<file path="src/rtl/flash_pe_seq.sv">
module flash_pe_seq #(
  parameter int ADDR_W = 16,
  parameter int CNT_W  = 32,
  parameter int PP_CYC = 900000,
  parameter int PE_CYC = 300000,
  parameter int SE_CYC = 30000000,
  parameter int BE_CYC = 50000000
) (
  input  logic              clk,
  input  logic              rst_n,
  input  logic              cs_fall,
  input  logic              cs_rise,
  input  logic              cs_aligned,
  input  logic              rx_vld,
  input  logic [7:0]        rx_byte,
  input  logic              wel_in,
  input  logic [1:0]        bp_in,
  output logic              busy,
  output logic              wel_clr,
  output logic              arr_we,
  output logic [ADDR_W-1:0] arr_addr,
  output logic [7:0]        arr_wdata,
  input  logic [7:0]        arr_rdata
);
  localparam int PAGE_W = 8;
  localparam int PAGE_B = 1 << PAGE_W;
  localparam logic [7:0] OP_PP = 8'h02, OP_PE = 8'h81, OP_SE = 8'hD8, OP_BE = 8'hC7;

  typedef enum logic [1:0] {S_IDLE, S_RX, S_DROP, S_BUSY} st_t;

  st_t st;
  logic [7:0]        opc;
  logic [2:0]        bcnt;
  logic [ADDR_W-1:0] tgt;
  logic [PAGE_W-1:0] wptr;
  logic [7:0]        pbuf [PAGE_B];
  logic [PAGE_B-1:0] vmask;
  logic [ADDR_W-1:0] widx;
  logic              wdone;
  logic [CNT_W-1:0]  tcnt;

  logic              frame_ok, prot, go, fin, walk_last, buf_wr, rx_take;
  logic [ADDR_W-1:0] wmask;
  logic [CNT_W-1:0]  dur;

  wire is_pp    = (opc == OP_PP);
  wire top_half = tgt[ADDR_W-1];
  wire top_q    = &tgt[ADDR_W-1 -: 2];
  wire op_known = (rx_byte == OP_PP) || (rx_byte == OP_PE) ||
                  (rx_byte == OP_SE) || (rx_byte == OP_BE);

  always_comb begin
    frame_ok = 1'b0;
    prot     = 1'b1;
    wmask    = '1;
    dur      = CNT_W'(BE_CYC);
    case (opc)
      OP_PP, OP_PE: begin
        frame_ok = is_pp ? (bcnt == 3'd5) : (bcnt == 3'd4);
        prot     = (bp_in == 2'b11) || (bp_in == 2'b10 && top_half) || (bp_in == 2'b01 && top_q);
        wmask    = ADDR_W'(PAGE_B - 1);
        dur      = is_pp ? CNT_W'(PP_CYC) : CNT_W'(PE_CYC);
      end
      OP_SE: begin
        frame_ok = (bcnt == 3'd4);
        prot     = (bp_in == 2'b11) || (bp_in != 2'b00 && top_half);
        wmask    = {1'b0, {(ADDR_W-1){1'b1}}};
        dur      = CNT_W'(SE_CYC);
      end
      OP_BE: begin
        frame_ok = (bcnt == 3'd1);
        prot     = (bp_in != 2'b00);
      end
      default: ;
    endcase
  end

  assign busy      = (st == S_BUSY);
  assign walk_last = (widx == wmask);
  assign arr_addr  = (tgt & ~wmask) | widx;
  assign arr_we    = busy && !wdone && (!is_pp || vmask[widx[PAGE_W-1:0]]);
  assign arr_wdata = is_pp ? (arr_rdata & pbuf[widx[PAGE_W-1:0]]) : 8'hFF;
  assign fin       = busy && (wdone || walk_last) && (tcnt >= dur - CNT_W'(1));
  assign go        = cs_aligned && wel_in && frame_ok && !prot;
  assign rx_take   = (st == S_RX) && !cs_rise && !cs_fall && rx_vld;
  assign buf_wr    = rx_take && (bcnt >= 3'd4) && is_pp;

  always_ff @(posedge clk) begin
    if (buf_wr) pbuf[wptr] <= rx_byte;
  end

  always_ff @(posedge clk or negedge rst_n) begin
    if (!rst_n) begin
      st      <= S_IDLE;
      opc     <= '0;
      bcnt    <= '0;
      tgt     <= '0;
      wptr    <= '0;
      vmask   <= '0;
      widx    <= '0;
      wdone   <= 1'b0;
      tcnt    <= '0;
      wel_clr <= 1'b0;
    end else begin
      wel_clr <= 1'b0;
      case (st)
        S_IDLE, S_DROP: begin
          if (cs_fall) begin
            st    <= S_RX;
            bcnt  <= '0;
            vmask <= '0;
          end else if (cs_rise) begin
            st <= S_IDLE;
          end
        end
        S_RX: begin
          if (cs_rise) begin
            st    <= go ? S_BUSY : S_IDLE;
            widx  <= '0;
            wdone <= 1'b0;
            tcnt  <= '0;
          end else if (cs_fall) begin
            bcnt  <= '0;
            vmask <= '0;
          end else if (rx_vld) begin
            bcnt <= (bcnt == 3'd5) ? bcnt : bcnt + 3'd1;
            if (bcnt == 3'd0) begin
              opc <= rx_byte;
              if (!op_known) st <= S_DROP;
            end else if (bcnt < 3'd4) begin
              tgt <= {tgt[ADDR_W-PAGE_W-1:0], rx_byte};
              if (bcnt == 3'd3) wptr <= rx_byte;
            end else if (is_pp) begin
              vmask[wptr] <= 1'b1;
              wptr        <= wptr + 1'b1;
            end
          end
        end
        S_BUSY: begin
          tcnt <= tcnt + CNT_W'(1);
          if (!wdone) begin
            widx  <= widx + 1'b1;
            wdone <= walk_last;
          end
          if (fin) begin
            st      <= S_IDLE;
            wel_clr <= 1'b1;
          end
        end
        default: st <= S_IDLE;
      endcase
    end
  end
endmodule

</file>
<file path="config.mk">
export PLATFORM = sky130hd
export DESIGN_NAME = flash_pe_seq
export DESIGN_NICKNAME = d
export VERILOG_FILES = /design/src/rtl/flash_pe_seq.sv
export SDC_FILE = /design/constraint.sdc
export NUM_CORES = 2
export LEC_CHECK = 0
export ABC_AREA = 1
export BUFFER_PORTS_ARGS = -buffer_cell sky130_fd_sc_hd__buf_4
export CAP_MARGIN = 30
export CORE_UTILIZATION = 25
export CTS_BUF_LIST = sky130_fd_sc_hd__clkbuf_8
export CTS_CLUSTER_DIAMETER = 100
export DETAILED_ROUTE_END_ITERATION = 12
export SYNTH_ARGS = -nofsm -noshare
export SYNTH_HDL_FRONTEND = slang
export SYNTH_SLANG_ARGS = --single-unit
</file>
<file path="constraint.sdc">
create_clock -name clk -period 3.4 [get_ports clk]
set_input_delay 0.51 -clock clk [delete_from_list [all_inputs] [get_ports clk]]
set_output_delay 0.51 -clock clk [all_outputs]
set_load 0.02 [all_outputs]
</file>
# After elaboration in Yosys (flattened, before gate mapping)
# Memory sizes are Yosys's and may differ from the RTL's.
# Cells that the tools add are included.
# op_classes
bitwise,8
n_reduce_logical,46
n_lt_le_gt_ge,6
eq_ne,35
addsub,5
mux,50
# op_table
cell,n
256-bit 2-to-1 mux,7
256-bit one-hot mux with 2 select lines,1
256-bit OR,1
16-bit one-hot mux with 2 select lines,2
32-bit one-hot mux with 2 select lines,1
26-bit one-hot mux with 2 select lines,1
8-bit == test (second input constant),6
32-bit by 1-bit adder with 32-bit output (second input constant),1
32-bit greater-or-equal comparator,1
16-bit 2-to-1 mux,2
32-bit 2-to-1 mux,1
8-bit 2-to-1 mux,4
32-bit by 1-bit subtractor with 32-bit output (second input constant),1
3-bit inequality test (second input constant),9
20-bit 2-to-1 mux,1
8-bit by 9-bit < comparator with 1-bit output (second input constant),2
2-bit 2-to-1 mux,9
16-bit by 1-bit adder with 16-bit output (second input constant),1
16-bit bitwise AND,1
16-bit == test,1
8-bit by 2-bit == test with 1-bit output (second input constant),2
1-bit logical AND,16
16-bit NOT,1
16-bit OR,1
other kinds (34),77
# totals
ram_bits,2048
wordCells,161
output_inout_bits,27
mem_count,1
in_bits,25
regBits,343
# mem_list
memory,depth,word_bits,read_ports,rd_clocked_by_memory_dff,write_ports,line_no,source
pbuf,256,8,1,0,1,36,logic [7:0] pbuf [PAGE_B];

# Logic depth before layout (Yosys ltp)
# logic_depth
ltp_word,12
depth_mapped,22

# Least setup slack after synthesis
# Ideal clock, no wire load.
# synth_timing
kind,flip-flop to flip-flop
start,register opc[5]
end,register st[1]
synth_period_minus_slack_ns,2.626
setup_ns,0.117
arrival_ns,2.509
setup_slack_ns,0.774
n_path_buf,0
path_stages_with_launch,20
path_cell_list,dfrtp_1 -> inv_1 -> nand2_1 -> nor3_2 -> nand2_1 -> nand2_1 -> inv_1 -> ha_1 -> ha_1 -> nand2_1 -> inv_1 -> nand3_1 -> a31oi_1 -> nor2_1 -> nor2_1 -> nor2_1 -> o21ai_0 -> nand2_1 -> nand2_1 -> nand2_1
# synth_between
elab_chain_len,9
word_cells_on_any_way,25
# synth_rtl
item,line_no,source
"start, declared",32,logic [7:0] opc;
"start signal, assigned",128,opc <= rx_byte;
branches (longest 9 deep; another with 32-bit by 1-bit subtractor with 32-bit output),n/a,
"end signal, assigned",118,st <= go ? S_BUSY : S_IDLE;
"end, declared",31,st_t st;
# Several ways; the timed one is not identified.
# A chain may end at the register's enable or synchronous reset.

# Final worst setup path
# layout_timing
start,register widx[0]
end,output arr_wdata[5]
# layout_between
elab_chain_len,3
# layout_rtl
item,line_no,source
"start, declared",38,logic [ADDR_W-1:0] widx;
"start signal, assigned",142,widx <= widx + 1'b1;
memory 256 x 8 bit,n/a,
8-bit bitwise AND,82,assign arr_wdata = is_pp ? (arr_rdata & pbuf[widx[PAGE_W-1:0]]) : 8'hFF;
8-bit 2-to-1 mux,82,
"end, declared",22,"output logic [7:0] arr_wdata,"
# Every way passes these cells.

==> metrics.md <==
| Metric | Value |
|---|---|
| CTS tree | done |
| Via density | 4.66 |
| Via count | approximately 80000 |
| Pre-CTS worst setup slack | -0.549 ns |
| Row count | about 240 |
| Pwr dens | between 600 and 700 nW/um^2 |
| Final hold slack | just over 0.09 ns |
| Pin count of the biggest net entering global routing | ~140 |
| GRT Total Usage | 0.151 |
| Max_cap viols | 0 |
| Synth warn | 0 |
| Vias in the first global route | about 76000 |
| Fin crit share | 1.30 |
| IO Pins | 52 |
| HPWL Detailed | about 200000 um |
| Crit start category | register |
| RSZ-0062 raised after global routing | yes |
| Post-synth EDFFs | 2048 |
| Count of different cell masters after synthesis | 46 |
| Main synth FF type | edfxtp_1 |
| Clock root buffer | clkbuf_8 |
| Slew Limit Fails | 0 |
| FMAX | about 230 MHz |
| Worst Path Max Fanout | 39 |
| DRT iter0 DRCs | 8572 |
| Core Region | around 420000 um^2 |
| Clock transition at path regs | roughly 0.07 ns |
| Violated checks | setup timing |
| First-pass GRT wire length | ~500000 um |
| Per-cell routed wire length | around 20 um |
| Crit path capture type | output port |
| Initial DRT Pass Iterations | 9 |
| Final Hold Fails | 0 |
| Residual DRC | 0 |
| Number of synthesized register bits | ~2400 |
| Worst Hold Class | in -> async |
| P_leak | between 0.04 and 0.05 uW |
| Worst-Skew Late Latency | between 1 and 1.5 ns |
| Minimum clock period | about 4.4 ns |
| Final setup viols | 9 |
| Mapped Nets | roughly 11000 |
| Die height | 649 um |
| Critical setup path kind | reg -> out |
| Die Wd | around 650 um |
| Fin worst setup slack | -1.02 ns |
| Mapped Area | about 100000 um^2 |
| Total die area | around 420000 um^2 |
| Fillcell total | 42600 |
| Status | complete, but fails checks |
| Worst slew pin tran | between 1 and 1.5 ns |
| Post-DRT Antenna Nets | 0 |
| Nets | between 10000 and 15000 |
| Total CTS buffers | 400 |
| IO buf count | 51 |
| Average size of a mapped cell | approximately 10 um^2 |
| Clk sinks | around 2400 |
| Cells after synthesis | between 10000 and 15000 |
| WL final | 332000 um |
| Max Root-Sink Buffers | 4 |
| Maximum vdd drop | ~0.52 mV |
| CP arrival | a little under 4 ns |
| Share of cells above drive strength 1 | 0.147 |
| FFs w/ async S/R, synth | 0.143 |
| Area Overhead vs Synth | 21.4% |
| Initial antenna violation count | 13 |
| Gpl congestion | 0.874 |
| Req. time, crit path | just under 3 ns |
| H-tree Lvls | 5 |
| Rel. slew slack | 0.219 |
| Gr ovfl total | 0 |
| Initial Util | 0.251 |
| Skew final | between 0.1 and 0.15 ns |
| Post-synthesis sequential area ratio | 0.669 |
-- per-layer routing --
layer | GRT usage | wire length, um
met1 | 0.201 | 138000
met2 | 0.245 | 155000
met3 | 0.0234 | 26200
met4 | 0.0598 | 12500
met5 | 0 | 13
-- cells in the final DEF, fill, tap and decap left out, drive strengths merged, types with 2 or more instances in the layout --
cell,instances
dlygate4sd3,13
bufinv,10
a22oi,4
a221oi,3
o21ai,631
clkinvlp,5
clkbuf,433
nand3,1001
nand4,10
nor2,1377
and3,5
mux2,7
dfrtp,343
nand2,2809
nor4,18
o31ai,2
buf,803
bufbuf,15
edfxtp,2048
clkinv,146
ha,29
o22ai,5
o211ai,100
a21oi,351
a211oi,4
nor3b,3
nor3,33
or2,24
diode,14
inv,1027
a2bb2oi,88
a31oi,8
-- per-stage QoR --
| step | instances | TNS, ns | instance area, um^2 | util | total power (uW) |
|---|---|---|---|---|---|
| 6_report | 16900 | -8.55 | 127000 | 0.305 | 88900 |
| 2_1_floorplan | 10500 | 0 | 105000 | - | 49100 |
| 3_3_place_gp | 16100 | -3.17 | 117000 | 0.280 | 60800 |
| 4_1_cts | 16800 | -9.21 | 126000 | 0.303 | 87900 |
| 5_1_grt | 16900 | -9.90 | 127000 | 0.305 | 93100 |
| 3_5_place_dp | 16100 | -2.92 | 117000 | 0.280 | 60900 |
-- cell usage after synthesis, drive strengths merged (24+ instances only) --
cell type	instances	share of area
nand2	2809	0.10
edfxtp	2048	0.59
nor2	1377	0.050
nand3	1001	0.048
inv	881	0.032
o21ai	631	0.030
buf	352	0.017
a21oi	351	0.017
dfrtp	343	0.082
clkbuf	315	0.011
o211ai	100	0.0072
a2bb2oi	88	0.0074
nor3	33	0.0017
ha	29	0.0035
or2	24	0.0014
-- worst max-delay path: stages, from the launching register on --
cell and delay [ns]:
dfrtp_4 0.46, buf_16 0.25, buf_16 0.22, buf_12 0.23, o21ai_0 0.13, o21ai_0 0.17, nand2_1 0.09, nand2_2 0.12
inv_1 0.09, a21oi_4 0.26, buf_4 0.16, nor2_1 0.04, nand2_1 0.13, nand3_2 0.11, nand2_4 0.12, nand2_1 0.06
nand2_1 0.07, buf_6 0.12
-- report_power, final --
group / leakage [uW] / internal (uW) / total (uW) / switching [uW]
clock network: 0.00429 / 12300 / 24200 / 11900
registers: 0.0231 / 32100 / 32300 / 235
logic: 0.0221 / 11600 / 32400 / 20800
total: 0.0496 / 56000 / 88900 / 33000
-- logic make-up after synthesis --
family | count (synthesis) | synth area share
flops | 2391 | 0.669
mux | 8 | 0.000848
fa+ha+maj | 29 | 0.00346
simple gates | 5281 | 0.203
buf+inv | 1553 | 0.0596
compound gates | 1202 | 0.0639
-- area by class of cell --
| type | count | area, um^2 | share of cell area |
|---|---|---|---|
| tap | 5497 | 6880 | 0.0541 |
| clock buffer | 422 | 5810 | 0.0457 |
| antenna | 14 | 35.0 | 0.000275 |
| clock inverter | 300 | 1580 | 0.0124 |
| timing repair buffer | 842 | 9720 | 0.0764 |
| inverter | 886 | 3400 | 0.0267 |
| multi-input combinational | 6520 | 29600 | 0.233 |
| sequential | 2391 | 70100 | 0.551 |
| timing repair inverter | 2 | 41.3 | 0.000325 |
-- state kept, by name, indices dropped and copies added, names as in the netlist, 2 cells and up --
register  flops
tcnt         32
opc           8
widx         16
st            2
pbuf       2048
bcnt          3
tgt          16
wptr          8
vmask       256
-- repair_timing --
| item | CTS | global route |
|---|---|---|
| hold endpoints to repair | 499 | 0 |
| cloned | 33 | 11 |
| hold buffers | 13 | 0 |
| pin swaps | 11 | 59 |
| buffers inserted | 14 | 8 |
| gates resized for setup | 185 | 249 |
| endpoints found under the setup margin | 10 | 9 |
-- worst paths after layout --
| check | startpoint | endpoint | slack [ns] | cells after the start |
|---|---|---|---|---|
| setup / recovery | widx[0] | arr_wdata[5] | -1.02 | 17 |
| hold / removal | rst_n | vmask[94] | 0.09 | 2 |
| setup reg to reg | opc[5] | pbuf[15][0] | 0.35 | 11 |
| hold reg to reg | tgt[3] | tgt[3] | 0.48 | 2 |
| max in group asynchronous | rst_n | tcnt[11] | 2.36 | 3 |
| min in group clk | rx_vld | st[1] | 0.14 | 7 |
(Power assumes the default switching activity.)
